### src/rtl/rse_pkg.sv
package rse_pkg;

    typedef enum logic [2:0] {
        SL_DAC_A   = 3'd0,
        SL_ADC_GO  = 3'd1,
        SL_DAC_B   = 3'd2,
        SL_GAP_A   = 3'd3,
        SL_DAC_C   = 3'd4,
        SL_GAP_B   = 3'd5,
        SL_DAC_D   = 3'd6,
        SL_COLLECT = 3'd7
    } slot_e;

    typedef struct packed {
        logic dac;
        logic go;
        logic collect;
    } act_t;

    localparam int SLOT_COUNT = 8;

endpackage

### src/rtl/rse_sched.sv
module rse_sched
    import rse_pkg::*;
(
    input  logic  clk,
    input  logic  rst_n,
    input  logic  tick,
    output act_t  act
);
    localparam logic [2:0] SLOT_MASK = 3'(SLOT_COUNT - 1);

    slot_e slot_q;

    always_ff @(posedge clk or negedge rst_n) begin
        if (!rst_n) begin
            slot_q <= SL_DAC_A;
        end else if (tick) begin
            slot_q <= slot_e'((slot_q + 3'd1) & SLOT_MASK);
        end
    end

    always_comb begin
        act = '0;
        unique case (slot_q)
            SL_DAC_A, SL_DAC_B, SL_DAC_C, SL_DAC_D: act.dac     = tick;
            SL_ADC_GO:                              act.go      = tick;
            SL_COLLECT:                             act.collect = tick;
            SL_GAP_A, SL_GAP_B:                     act         = '0;
            default:                                act         = '0;
        endcase
    end

    AST_SLOT_HOLD: assert property (@(posedge clk) disable iff (!rst_n)
        !tick |=> $stable(slot_q));

endmodule

### src/rtl/rse_wave.sv
module rse_wave #(
    parameter int RAMP_LEN = 2048,
    parameter int DAC_W    = 12
) (
    input  logic             clk,
    input  logic             rst_n,
    input  logic             adv,
    output logic [DAC_W-1:0] dac_data,
    output logic             dac_stb,
    output logic             ramp_start
);
    localparam int AW       = $clog2(RAMP_LEN);
    localparam int STEP_SH  = DAC_W - AW;
    localparam logic [AW-1:0] LAST = AW'(RAMP_LEN - 1);

    logic [AW-1:0]    addr_q;
    logic [DAC_W-1:0] level;

    always_comb level = DAC_W'(addr_q) << STEP_SH;

    always_ff @(posedge clk or negedge rst_n) begin
        if (!rst_n) begin
            addr_q     <= '0;
            dac_data   <= '0;
            dac_stb    <= 1'b0;
            ramp_start <= 1'b0;
        end else begin
            dac_stb    <= adv;
            ramp_start <= adv && (addr_q == '0);
            if (adv) begin
                dac_data <= level;
                addr_q   <= (addr_q == LAST) ? '0 : addr_q + 1'b1;
            end
        end
    end

    AST_ADDR_HOLD: assert property (@(posedge clk) disable iff (!rst_n)
        !adv |=> $stable(addr_q));

endmodule

### src/rtl/rse_capture.sv
module rse_capture #(
    parameter int DEPTH = 64,
    parameter int ADC_W = 12,
    localparam int AW   = $clog2(DEPTH)
) (
    input  logic             clk,
    input  logic             rst_n,
    input  logic             collect,
    input  logic             adc_done,
    input  logic [ADC_W-1:0] adc_data,
    input  logic [2:0]       flag_clr,
    input  logic [AW-1:0]    rd_addr,
    output logic [ADC_W-1:0] rd_data,
    output logic             irq_half,
    output logic             irq_full,
    output logic             err_late
);
    localparam logic [AW-1:0] HALF_TOP = AW'(DEPTH / 2 - 1);
    localparam logic [AW-1:0] FULL_TOP = AW'(DEPTH - 1);

    logic [ADC_W-1:0] mem [DEPTH];
    logic [AW-1:0]    wptr;
    logic [ADC_W-1:0] last_q;
    logic [ADC_W-1:0] wval;
    logic             set_half, set_full, set_late;

    always_comb begin
        wval     = adc_done ? adc_data : last_q;
        set_half = collect && (wptr == HALF_TOP);
        set_full = collect && (wptr == FULL_TOP);
        set_late = collect && !adc_done;
    end

    always_ff @(posedge clk or negedge rst_n) begin
        if (!rst_n) begin
            wptr     <= '0;
            last_q   <= '0;
            irq_half <= 1'b0;
            irq_full <= 1'b0;
            err_late <= 1'b0;
        end else begin
            if (collect) begin
                wptr   <= (wptr == FULL_TOP) ? '0 : wptr + 1'b1;
                last_q <= wval;
            end
            irq_half <= (irq_half && !flag_clr[0]) || set_half;
            irq_full <= (irq_full && !flag_clr[1]) || set_full;
            err_late <= (err_late && !flag_clr[2]) || set_late;
        end
    end

    always_ff @(posedge clk) begin
        if (collect) mem[wptr] <= wval;
        rd_data <= mem[rd_addr];
    end

    AST_PTR_HOLD: assert property (@(posedge clk) disable iff (!rst_n)
        !collect |=> $stable(wptr));
    AST_FULL_WRAP: assert property (@(posedge clk) disable iff (!rst_n)
        $rose(irq_full) |-> (wptr == '0));
    AST_LATE_STICKY: assert property (@(posedge clk) disable iff (!rst_n)
        (err_late && !flag_clr[2]) |=> err_late);
    AST_HALF_STICKY: assert property (@(posedge clk) disable iff (!rst_n)
        (irq_half && !flag_clr[0]) |=> irq_half);

endmodule

### src/rtl/ramp_sample_engine.sv
module ramp_sample_engine
    import rse_pkg::*;
#(
    parameter int RAMP_LEN  = 2048,
    parameter int DAC_W     = 12,
    parameter int ADC_W     = 12,
    parameter int CAP_DEPTH = 64,
    localparam int CAW      = $clog2(CAP_DEPTH)
) (
    input  logic             clk,
    input  logic             rst_n,
    input  logic             tick,
    input  logic [2:0]       flag_clr,
    input  logic             adc_done,
    input  logic [ADC_W-1:0] adc_data,
    input  logic [CAW-1:0]   rd_addr,
    output logic [DAC_W-1:0] dac_data,
    output logic             dac_stb,
    output logic             ramp_start,
    output logic             adc_start,
    output logic [ADC_W-1:0] rd_data,
    output logic             irq_half,
    output logic             irq_full,
    output logic             err_late
);
    act_t act;

    rse_sched u_sched (
        .clk  (clk),
        .rst_n(rst_n),
        .tick (tick),
        .act  (act)
    );

    rse_wave #(.RAMP_LEN(RAMP_LEN), .DAC_W(DAC_W)) u_wave (
        .clk       (clk),
        .rst_n     (rst_n),
        .adv       (act.dac),
        .dac_data  (dac_data),
        .dac_stb   (dac_stb),
        .ramp_start(ramp_start)
    );

    always_ff @(posedge clk or negedge rst_n) begin
        if (!rst_n) adc_start <= 1'b0;
        else        adc_start <= act.go;
    end

    rse_capture #(.DEPTH(CAP_DEPTH), .ADC_W(ADC_W)) u_cap (
        .clk     (clk),
        .rst_n   (rst_n),
        .collect (act.collect),
        .adc_done(adc_done),
        .adc_data(adc_data),
        .flag_clr(flag_clr),
        .rd_addr (rd_addr),
        .rd_data (rd_data),
        .irq_half(irq_half),
        .irq_full(irq_full),
        .err_late(err_late)
    );

    AST_DAC_ADC_EXCL: assert property (@(posedge clk) disable iff (!rst_n)
        !(dac_stb && adc_start));
    AST_RAMP_WITH_STB: assert property (@(posedge clk) disable iff (!rst_n)
        ramp_start |-> dac_stb);

endmodule

### config.mk
export PLATFORM = sky130hd
export DESIGN_NAME = ramp_sample_engine
export DESIGN_NICKNAME = d
export VERILOG_FILES = /design/src/rtl/rse_pkg.sv /design/src/rtl/rse_sched.sv /design/src/rtl/rse_wave.sv /design/src/rtl/rse_capture.sv /design/src/rtl/ramp_sample_engine.sv
export SDC_FILE = /design/constraint.sdc
export NUM_CORES = 1
export LEC_CHECK = 0
export BUFFER_PORTS_ARGS = -buffer_cell sky130_fd_sc_hd__buf_2
export CAP_MARGIN = 10
export CORE_MARGIN = 8
export CORE_UTILIZATION = 45
export DETAILED_ROUTE_END_ITERATION = 6
export PLACE_DENSITY = 0.66
export RECOVER_POWER = 25
export SYNTH_ARGS = -nofsm -noshare
export SYNTH_HDL_FRONTEND = slang
export SYNTH_HIERARCHICAL = 1
export SYNTH_SLANG_ARGS = --single-unit
### constraint.sdc
create_clock -name clk -period 3.3 [get_ports clk]
set_input_delay 0.66 -clock clk [delete_from_list [all_inputs] [get_ports clk]]
set_output_delay 0.66 -clock clk [all_outputs]
set_load 0.02 [all_outputs]
== After elaboration in Yosys (flattened, before gate mapping) ==
Memories as Yosys holds them, arrays and structs flattened. A register that Yosys moved wholly into a read port is not among the register bits.
Cells that the tools add are included.

* Mux-type cells: 8
* Add/sub/neg operators: 3
* Reductions and logical operators: 17
* Equality and inequality tests: 8

{| class="wikitable"
|+ Operator list
! cell !! count
|-
| $mux 12 || 1
|-
| $add 11x1->11 const B || 1
|-
| $eq 11x11->1 const B || 1
|-
| $logic_not 11->1 || 1
|-
| $mux 11 || 1
|-
| $eq 3x3->1 const B || 3
|-
| $logic_and 1x1->1 || 7
|-
| $add 6x1->6 const B || 1
|-
| $eq 6x5->1 const B || 1
|-
| $eq 6x6->1 const B || 1
|-
| $mux 6 || 1
|-
| $mux 1 || 5
|-
| $logic_not 1->1 || 4
|-
| $reduce_or 4->1 || 1
|-
| $add 3x1->3 const B || 1
|-
| $eq 3x1->1 const B || 1
|-
| $eq 3x2->1 const B || 1
|-
| $logic_not 3->1 || 1
|-
| $logic_or 1x1->1 || 3
|}

* Input port bits: 25
* Register bits after elaboration: 49
* Memories kept: 1
* Bits in writable memories: 768
* Output and inout bits: 30

{| class="wikitable"
|+ Memory list
! name !! depth !! width !! rd ports !! clocked after Yosys merged registers in !! wr ports !! RTL line !! RTL
|-
| u_cap.mem || 64 || 12 || 1 || 1 || 1 || rse_capture.sv:21 || <nowiki>logic [ADC_W-1:0] mem [DEPTH];</nowiki>
|}

== Logic depth before layout (Yosys ltp) ==
Gate-level depths: netlist of run 1.

* Depth in word-level cells: 4
* Gate-level depth with buffers: 9

== Modules after synthesis ==
The synthesis of run 1 kept the hierarchy.

{| class="wikitable"
|+ Modules (own cells, without submodules)
! module !! instances !! area each (um^2) !! cells each !! seq. area each (um^2)
|-
| rse_capture || 1 || 30805.8 || 1454 || 23827.9
|-
| rse_wave || 1 || 1053.5 || 88 || 600.6
|-
| rse_sched || 1 || 201.4 || 16 || 75.1
|-
| ramp_sample_engine || 1 || 25.0 || 1 || 25.0
|}

== Worst setup path after synthesis of run 1 ==
Ideal clock, no wire load.

* Path type: input -> register
* From: in tick
* To: mem u_cap.mem[40][0] (enable)
* Arrival time: 2402 ps
* Required time: 2904 ps
* Slack: 502 ps
* Stages on the path: 6
* Cells stage by stage: and2_2 clkbuf_1 inv_1 nor2_1 nand3_1 nor3_1

* Longest elaborated chain between the ends: 3

{| class="wikitable"
|+ Ends and longest elaborated chain
! element !! RTL line !! RTL
|-
| from (decl) || ramp_sample_engine.sv:12 || <nowiki>input logic tick,</nowiki>
|-
| $mux 1 || rse_sched.sv:23 || <nowiki>unique case (slot_q)</nowiki>
|-
| $mux 1 || rse_capture.sv:53 || <nowiki>if (collect) mem[wptr] <= wval;</nowiki>
|-
| $mux 1 (implied by the code) || rse_capture.sv:53 ||
|-
| to (decl) || rse_capture.sv:21 ||
|}

Every way passes these cells.

==> results of run 1 <==
kinds of logic (layout without fill, tap and decap cells):
logic type	Yosys count	after routing	synth area share, %
compound gates	128	128	2.61
xor+xnor	10	10	0.273
fa+ha+maj	8	8	0.312
buf+inv	100	339	1.58
flops	829	829	76.4
mux	254	254	15.6
other cells	1	3	0.0117
simple gates	229	229	3.21
layer usage:
layer | GRT usage (%) | wire [um] | vias to the layer above
li1 | - | - | 6755
met1 | 25.2 | 30000 | 8494
met2 | 29.5 | 36500 | 653
met3 | 4.27 | 6400 | 122
met4 | 6.28 | 2210 | 6
met5 | 0 | 40 | -
layout by cell type (no fill, tap or decap), types with 14 or more instances in the layout:
cell / netlist / layout
edfxtp_1: 768 / 768
o21ai_0: 25 / 25
a21oi_1: 23 / 23
clkbuf_1: 40 / 26
buf_2: 22 / 48
nor2_1: 127 / 127
mux2_2: 36 / 30
o22ai_1: 41 / 41
mux4_2: 192 / 192
mux2i_1: 26 / 26
nand2_1: 30 / 30
clkinv_2: 0 / 14
dfrtp_1: 49 / 49
clkbuf_16: 0 / 85
buf_4: 6 / 113
nand3_1: 17 / 17
power by group:
group	total, uW	switching [uW]	leakage [uW]	internal (uW)
Sequential	12800	238	0.00760	12600
Combinational	2490	1810	0.00308	683
Clock	8920	3800	0.00126	5120
Total	24200	5850	0.0119	18400
layout make-up:
| cell class | count | area share (%) |
|---|---|---|
| Multi-Input combinational cell | 630 | 19.3 |
| Sequential cell | 829 | 66.8 |
| Antenna cell | 2 | 0.0136 |
| Clock inverter | 35 | 0.682 |
| Clock buffer | 115 | 6.29 |
| Tap cell | 950 | 3.24 |
| Inverter | 10 | 0.102 |
| Timing Repair Buffer | 179 | 3.57 |
metrics by stage:
step	instance area [um^2]	hold slack, ps	utilization, %	total power, uW	setup slack [ps]
floorplan	32100	364	-	14400	502
global placement	34100	488	48.1	15400	245
detailed placement	34100	493	48.1	15500	228
CTS	36700	125	51.7	24400	642
global route	36700	191	51.7	25000	477
finish	36700	211	51.7	24200	630
worst paths after layout:
| check | end | cells past startpoint |
|---|---|---|
| max | u_cap/mem[21][5] | 8 |
| min | u_cap/err_late | 2 |
| max reg2reg | u_cap/mem[21][5] | 8 |
| min reg2reg | u_wave/dac_data[9] | 1 |
| max in group asynchronous | u_cap/last_q[8] | 2 |
| min in group asynchronous | u_wave/dac_data[10] | 1 |
flip-flops by register name, summed over array words and instances, names as in the netlist:
name	count
u_cap/err_late	1
u_wave/dac_data	11
u_cap/last_q	12
u_wave/dac_stb	1
u_cap/irq_half	1
u_cap/mem	768
u_cap/irq_full	1
u_cap/rd_data	12
adc_start	1
u_sched/slot_q	3
u_cap/wptr	6
u_wave/ramp_start	1
u_wave/addr_q	11
==> results.json, run 1 <==
{
  "status": "complete, but fails checks",
  "violations": "capacitance limit, slew limit",
  "clock_skew_ps": 21.0,
  "postSynth.asyncResetShare_pct": 5.91,
  "ys_seq_elements": 829,
  "crit_chain": "ha_1 > ha_1 > and2_2 > inv_1 > nor2_1 > nand3_1 > nor2_1 > buf_4",
  "critPathBufInv": 2,
  "maxSlewHeadroom_pct": -26.1,
  "netlist_area_um2": 32100,
  "clock_latency_ps": 630,
  "grt_antenna_before_repair": 5,
  "worst_pin_slew_ps": 1890,
  "clockBufferDepth": 3,
  "vias_per_cell": 5.83,
  "critPathArrivalTime_ps": 2980,
  "ys_types": 50,
  "yosysWarnings": 6,
  "placed_cells": 2597,
  "finalHoldViolations": 0,
  "critPathMaxFanout": 12,
  "first_global_vias": 16400,
  "slew_violations": 136,
  "finalSetupTns_ps": 0,
  "ys_seq_area_share_pct": 76.4,
  "power_leakage_uw": 0.0119,
  "peakVddDrop_mv": 0.503,
  "rows": 98,
  "grt_use_total_pct": 18.5,
  "rsz0062_at_grt": "no",
  "die_x_um": 283,
  "maxCapViolCount": 4,
  "drtIter0Drc": 2029,
  "core_area_um2": 71000,
  "grt_max_degree": 66,
  "grt_overflow": 0,
  "yosys.area.top_type": "edfxtp_1",
  "period_share_pct": 80.9,
  "num_vias": 16000,
  "gp_congestion": 0.848,
  "synth.area.top_cells": "edfxtp_1 72%, mux4_2 13%, dfrtp_1 3.8%",
  "cts_tree": "built",
  "path_delay_family": "simple AND/OR/NAND/NOR gates",
  "regToRegStartpoint": "u_sched/slot_q[0]",
  "cpPeakStageDelay_ps": 450,
  "cts-root-buf": "clkbuf_16",
  "finalSetupViolations": 0,
  "crit_path_start": "u_sched/slot_q[0]",
  "crit_type": "reg2reg",
  "max_freq_ghz": 0.375,
  "drt_wl_total_mm": 75.2,
  "rrSetupSlack_ps": 630,
  "synth_most_common_cell": "edfxtp_1",
  "syn_inst": 1559,
  "grt_pass1_wl_mm": 111,
  "start_util_pct": 45.2,
  "seqCellArea_um2": 24500,
  "start_kind": "flop",
  "hold_path_startpoint": "flag_clr[2]",
  "cp-end-kind": "flop",
  "h-tree-depth": 3,
  "cts.clk_slew.worst_paths_ps": 60,
  "multi_input_area_um2": 7070,
  "crit_path_top_delay_cell": "nand3_1",
  "drc": 0,
  "finalNonFillerCells": 2750,
  "critPathRequiredTime_ps": 3610,
  "post_cts_buffers": 0,
  "powerDensity_nw_per_um2": 660,
  "min_path_type": "in2reg",
  "dr.pass1.iters": 5,
  "nFillCells": 5532,
  "dp_hpwl_mm": 46.9,
  "ctsHoldBuffers": 0,
  "fin_crit_ps": 2670,
  "avgRoutedWirePerCell_um": 27.3,
  "synth_edf_count": 768,
  "cts_inserted_buffers": 83,
  "syn2layout_area_growth_pct": 14.4,
  "syn_nets": 1592,
  "die_y_um": 283,
  "final_nets": 1766,
  "ctsResizeCount": 0,
  "io_buffers": 53,
  "yosys-top-cells-count": "768 x edfxtp_1, 192 x mux4_2, 127 x nor2_1",
  "avgSynthCellArea_um2": 20.6,
  "dieArea_um2": 80100,
  "ant_nets": 0,
  "synth_top_area_share_pct": 71.9,
  "num_io_pins": 55,
  "cts.sinks": 829,
  "final_layout_size_suffix_gt1_share_pct": 29.1,
  "synthFlopType": "edfxtp_1"
}
Note: power is estimated with default switching activity, not from simulation.
==> inputs of run 2 (changes only) <==
==> constraint.sdc (replaced) <==
create_clock -name clk -period 2.6 [get_ports clk]
set_input_delay 0.52 -clock clk [delete_from_list [all_inputs] [get_ports clk]]
set_output_delay 0.52 -clock clk [all_outputs]
set_load 0.02 [all_outputs]
==> results.json, run 2 (synthesis gave the netlist of run 1 again) <==
{
  "max_freq_ghz": 0.411,
  "cts_inserted_buffers": 82,
  "maxCapViolCount": 0,
  "fin_crit_ps": 2440,
  "grt_pass1_wl_mm": 111,
  "nFillCells": 5484,
  "power_uw": 31200,
  "critPathArrivalTime_ps": 2490,
  "dp_hpwl_mm": 47.1,
  "path_delay_family": "buffers and inverters",
  "num_vias": 16300,
  "syn2layout_area_growth_pct": 16.6,
  "clockBufferDepth": 3,
  "finalSetupViolations": 0,
  "worst_pin_slew_ps": 1450,
  "first_global_vias": 16700,
  "powerDensity_nw_per_um2": 833,
  "final_nets": 1826,
  "avgRoutedWirePerCell_um": 26.8,
  "largest-register": "u_cap/mem",
  "period_share_pct": 93.7,
  "drt_wl_total_mm": 75.2,
  "io_buffers": 53,
  "rows": 98,
  "critPathBufInv": 3,
  "cts_tree": "built",
  "regToRegStartpoint": "u_sched/slot_q[1]",
  "vias_per_cell": 5.81,
  "grt_antenna_before_repair": 4,
  "grt_max_degree": 66,
  "dr.pass1.iters": 5,
  "clock_skew_ps": 14.7,
  "h-tree-depth": 3,
  "cpPeakStageDelay_ps": 770,
  "mostFrequentLayoutCells": "768 x edfxtp_1, 192 x mux4_2, 153 x buf_4",
  "core_area_um2": 71000,
  "min_path_type": "in2reg",
  "finalHoldViolations": 0,
  "slew_violations": 0,
  "start_util_pct": 45.2,
  "ant_nets": 0,
  "final_layout_size_suffix_gt1_share_pct": 31.8,
  "cts.sinks": 829,
  "drc": 0,
  "diodes": 0,
  "crit_path_top_delay_cell": "clkbuf_2",
  "largest_reg_flops": 768,
  "clock_latency_ps": 630,
  "maxSlewHeadroom_pct": 3.60,
  "cts-root-buf": "clkbuf_16",
  "hold_path_startpoint": "flag_clr[2]",
  "final_common_cell": "edfxtp_1",
  "rsz0062_at_grt": "no",
  "finalSetupTns_ps": 0,
  "crit_chain": "clkbuf_1 > clkbuf_1 > mux2_2 > clkbuf_2",
  "grt_use_total_pct": 18.4,
  "path_common_cell": "clkbuf_1",
  "reg_top3": "u_cap/mem (768), u_cap/last_q (12), u_cap/rd_data (12)",
  "die_y_um": 283,
  "critPathMaxFanout": 65,
  "status": "finished clean",
  "start_kind": "input port",
  "power_leakage_uw": 0.0123,
  "crit_type": "in2reg",
  "crit_path_start": "adc_done",
  "rrSetupSlack_ps": 180,
  "dieArea_um2": 80100,
  "critPathRequiredTime_ps": 2650,
  "gp_congestion": 0.841,
  "drtIter0Drc": 1701,
  "die_x_um": 283,
  "grt_overflow": 0,
  "cts.clk_slew.worst_paths_ps": 70,
  "num_io_pins": 55,
  "peakVddDrop_mv": 0.541,
  "cp-end-kind": "flop"
}
-- run 2: cell type report --
class / count / area (um^2) / share of cell area [%]
well taps: 950 / 1190 / 3.18
inverters: 10 / 37.5 / 0.100
flip-flops and latches: 829 / 24500 / 65.6
multi-input cells: 630 / 7070 / 18.9
clock inverters: 51 / 457 / 1.22
clock buffers: 100 / 2150 / 5.75
repair buffers: 240 / 1960 / 5.25
-- run 2: final timing paths --
path	cells past startpoint	end
max	4	u_cap/mem[17][0]
min	2	u_cap/err_late
max reg2reg	8	u_cap/mem[20][3]
min reg2reg	2	u_cap/last_q[11]
max in group asynchronous	2	u_cap/wptr[2]
min in group asynchronous	2	u_wave/addr_q[9]
-- run 2: report_power, final --
part | internal (uW) | switching (uW)
Combinational | 1010 | 2430
Sequential | 16000 | 224
Clock | 6610 | 4930
-- run 2: what timing repair did --
item / in CTS / in global routing
resized for setup: 0 / 1
setup endpoints to repair: 0 / 36
hold buffers: 0 / 0
setup buffers: 0 / 0
-- run 2: routing by layer --
metal,vias up,global-route usage (%),part of all wire (%)
met2,664,29.5,48
met4,2,5.38,2.3
met3,111,4.14,8.7
li1,6877,-,-
met1,8667,25.3,41
met5,-,0,0.015
-- run 2: worst register-to-register path, delay by kind of cell (launching register included) --
kind	cells	cell delay (ps)
DFF	1	390
and+or+nand+nor	4	1110
buffers and inverters	2	310
adders and majority gates	2	300
-- run 2: metrics by stage --
step | hold WS, ps | setup WS (ps) | util (%) | cells | instance area, um^2
after detailed placement | 503 | -74.3 | 49.0 | 2658 | 34800
after global placement | 484 | -75.7 | 49.0 | 2657 | 34800
after floorplan | 224 | 92.7 | - | 1559 | 32100
after global routing | 68.6 | 24.8 | 52.7 | 2810 | 37400
after CTS | 17.0 | 114 | 52.7 | 2809 | 37400
final | 72.4 | 165 | 52.7 | 2810 | 37400
==> inputs of run 3 (changes only) <==
--- a/config.mk
+++ b/config.mk
@@ -10,6 +10,7 @@
 export CORE_MARGIN = 8
 export CORE_UTILIZATION = 45
 export DETAILED_ROUTE_END_ITERATION = 6
+export HOLD_SLACK_MARGIN = 0.1
 export PLACE_DENSITY = 0.66
 export RECOVER_POWER = 25
 export SYNTH_ARGS = -nofsm -noshare
==> results.json, run 3 (synthesis gave the netlist of run 1 again) <==
{
  "path_common_cell": "clkbuf_1",
  "grt_antenna_before_repair": 4,
  "start_util_pct": 45.2,
  "final_nets": 1830,
  "maxCapViolCount": 0,
  "ff2ff_path_depth": 8,
  "drtIter0Drc": 1737,
  "rsz0062_at_grt": "no",
  "cts_inserted_buffers": 82,
  "internal-power_uw": 23600,
  "final_common_cell": "edfxtp_1",
  "cp.depth": 4,
  "post-route-util_pct": 52.7,
  "pwr-share-clk_pct": 37.0,
  "gp_congestion": 0.841,
  "mostFrequentLayoutCells": "768 x edfxtp_1, 192 x mux4_2, 153 x buf_4",
  "rows": 98,
  "whs_path_depth": 3,
  "dp_hpwl_mm": 47.1,
  "critPathRequiredTime_ps": 2650,
  "finalSetupViolations": 0,
  "status": "finished clean",
  "combPwrFrac_pct": 11.0,
  "crit_path_top_delay_cell": "clkbuf_2",
  "seqCellArea_um2": 24500,
  "grt_use_total_pct": 18.4,
  "cts-root-buf": "clkbuf_16",
  "worst_pin_slew_ps": 1460,
  "final_layout_size_suffix_gt1_share_pct": 31.8,
  "syn2layout_area_growth_pct": 16.7,
  "die_y_um": 283,
  "largest_reg_flops": 768,
  "peakVddDrop_mv": 0.539,
  "fin_crit_ps": 2440,
  "dieArea_um2": 80100,
  "min_path_type": "in2reg",
  "clock_skew_ps": 15.4,
  "diodes": 0,
  "critPathMaxFanout": 65,
  "grt_pass1_wl_mm": 111,
  "nFillCells": 5479,
  "die_x_um": 283,
  "core_area_um2": 71000,
  "critPathBufInv": 3,
  "grt_max_degree": 66,
  "critPathArrivalTime_ps": 2490,
  "drt_wl_total_mm": 75.2,
  "ant_nets": 0,
  "multi_input_area_um2": 7070,
  "slew_violations": 0,
  "cts.sinks": 829,
  "cp-end-kind": "flop",
  "avgRoutedWirePerCell_um": 26.7,
  "powerDensity_nw_per_um2": 832,
  "cts_tree": "built",
  "clockBufferDepth": 3,
  "dr.pass1.iters": 5,
  "reg_top3": "u_cap/mem (768), u_cap/last_q (12), u_cap/rd_data (12)",
  "vias_per_cell": 5.82,
  "fin_area_um2": 37400,
  "start_kind": "input port",
  "power_leakage_uw": 0.0124,
  "crit_chain": "clkbuf_1 > clkbuf_1 > mux2_2 > clkbuf_2",
  "swShare_pct": 24.3,
  "finalHoldViolations": 0,
  "drc": 0,
  "io_buffers": 53,
  "num_vias": 16400,
  "maxSlewHeadroom_pct": 2.71,
  "period_share_pct": 93.9,
  "place_area_um2": 34800,
  "h-tree-depth": 3,
  "first_global_vias": 16700,
  "max_freq_ghz": 0.410,
  "seqPwrFrac_pct": 51.9,
  "crit_type": "in2reg",
  "grt_overflow": 0,
  "cpPeakStageDelay_ps": 770,
  "num_io_pins": 55,
  "clock_latency_ps": 630,
  "path_delay_family": "buffers and inverters",
  "p_sw_uw": 7570,
  "cts.clk_slew.worst_paths_ps": 70,
  "largest-register": "u_cap/mem"
}
run 3: cell type report:
cell class	instances	area share (%)
Clock buffer	100	5.74
Clock inverter	51	1.22
Inverter	10	0.100
Multi-Input combinational cell	630	18.9
Sequential cell	829	65.5
Tap cell	950	3.17
Timing Repair Buffer	244	5.35
run 3: path summary, 6_finish.rpt:
kind                       slack [ps]               from                end
min in group asynchronous         820              rst_n   u_wave/addr_q[9]
max reg2reg                       180  u_sched/slot_q[1]   u_cap/mem[20][3]
min                               210               tick  u_sched/slot_q[0]
max in group asynchronous         990              rst_n      u_cap/wptr[0]
min reg2reg                       510   u_cap/last_q[11]   u_cap/last_q[11]
max                               160           adc_done   u_cap/mem[16][0]
run 3: metal layers:
metal | global-route usage [%] | vias up | routed length, um
met5 | 0 | - | 11
met4 | 5.38 | 2 | 1720
met3 | 4.15 | 109 | 6680
met2 | 29.6 | 682 | 36400
met1 | 25.3 | 8695 | 30400
li1 | - | 6879 | -
run 3: timing repair:
action / 4_1_cts / 5_1_grt
gates resized for setup: 0 / 1
endpoints found under the setup margin: 0 / 36
hold endpoints to repair: 52 / 0
buffers inserted: 0 / 0
hold buffers: 4 / 0
run 3: power by group through the flow:
stage | Clock, uW | Combinational, uW | Sequential (uW)
4_1_cts | 11700 | 3500 | 16100
3_5_place_dp | 0 | 3490 | 16400
5_1_grt | 12200 | 3690 | 16200
3_3_place_gp | 0 | 3350 | 16400
6_report | 11500 | 3440 | 16200
2_1_floorplan | 0 | 1860 | 16400
run 3: per-stage QoR:
step	setup TNS [ps]	worst slack [ps]	std cells	power [uW]	hold slack (ps)
6_report	0	159	2814	31200	208
5_1_grt	0	24.8	2814	32100	212
4_1_cts	0	114	2813	31400	178
3_5_place_dp	-167	-74.3	2658	19900	503
3_3_place_gp	-990	-75.7	2657	19700	484
2_1_floorplan	0	92.7	1559	18300	224
run 3: worst reg2reg max path, stage by stage (launching register included):
cell and delay [ps]:
dfrtp_1 390, ha_1 170, ha_1 130, and2_2 140
inv_1 70, nor2_1 180, nand2_1 170, nor2_1 620
buf_6 250
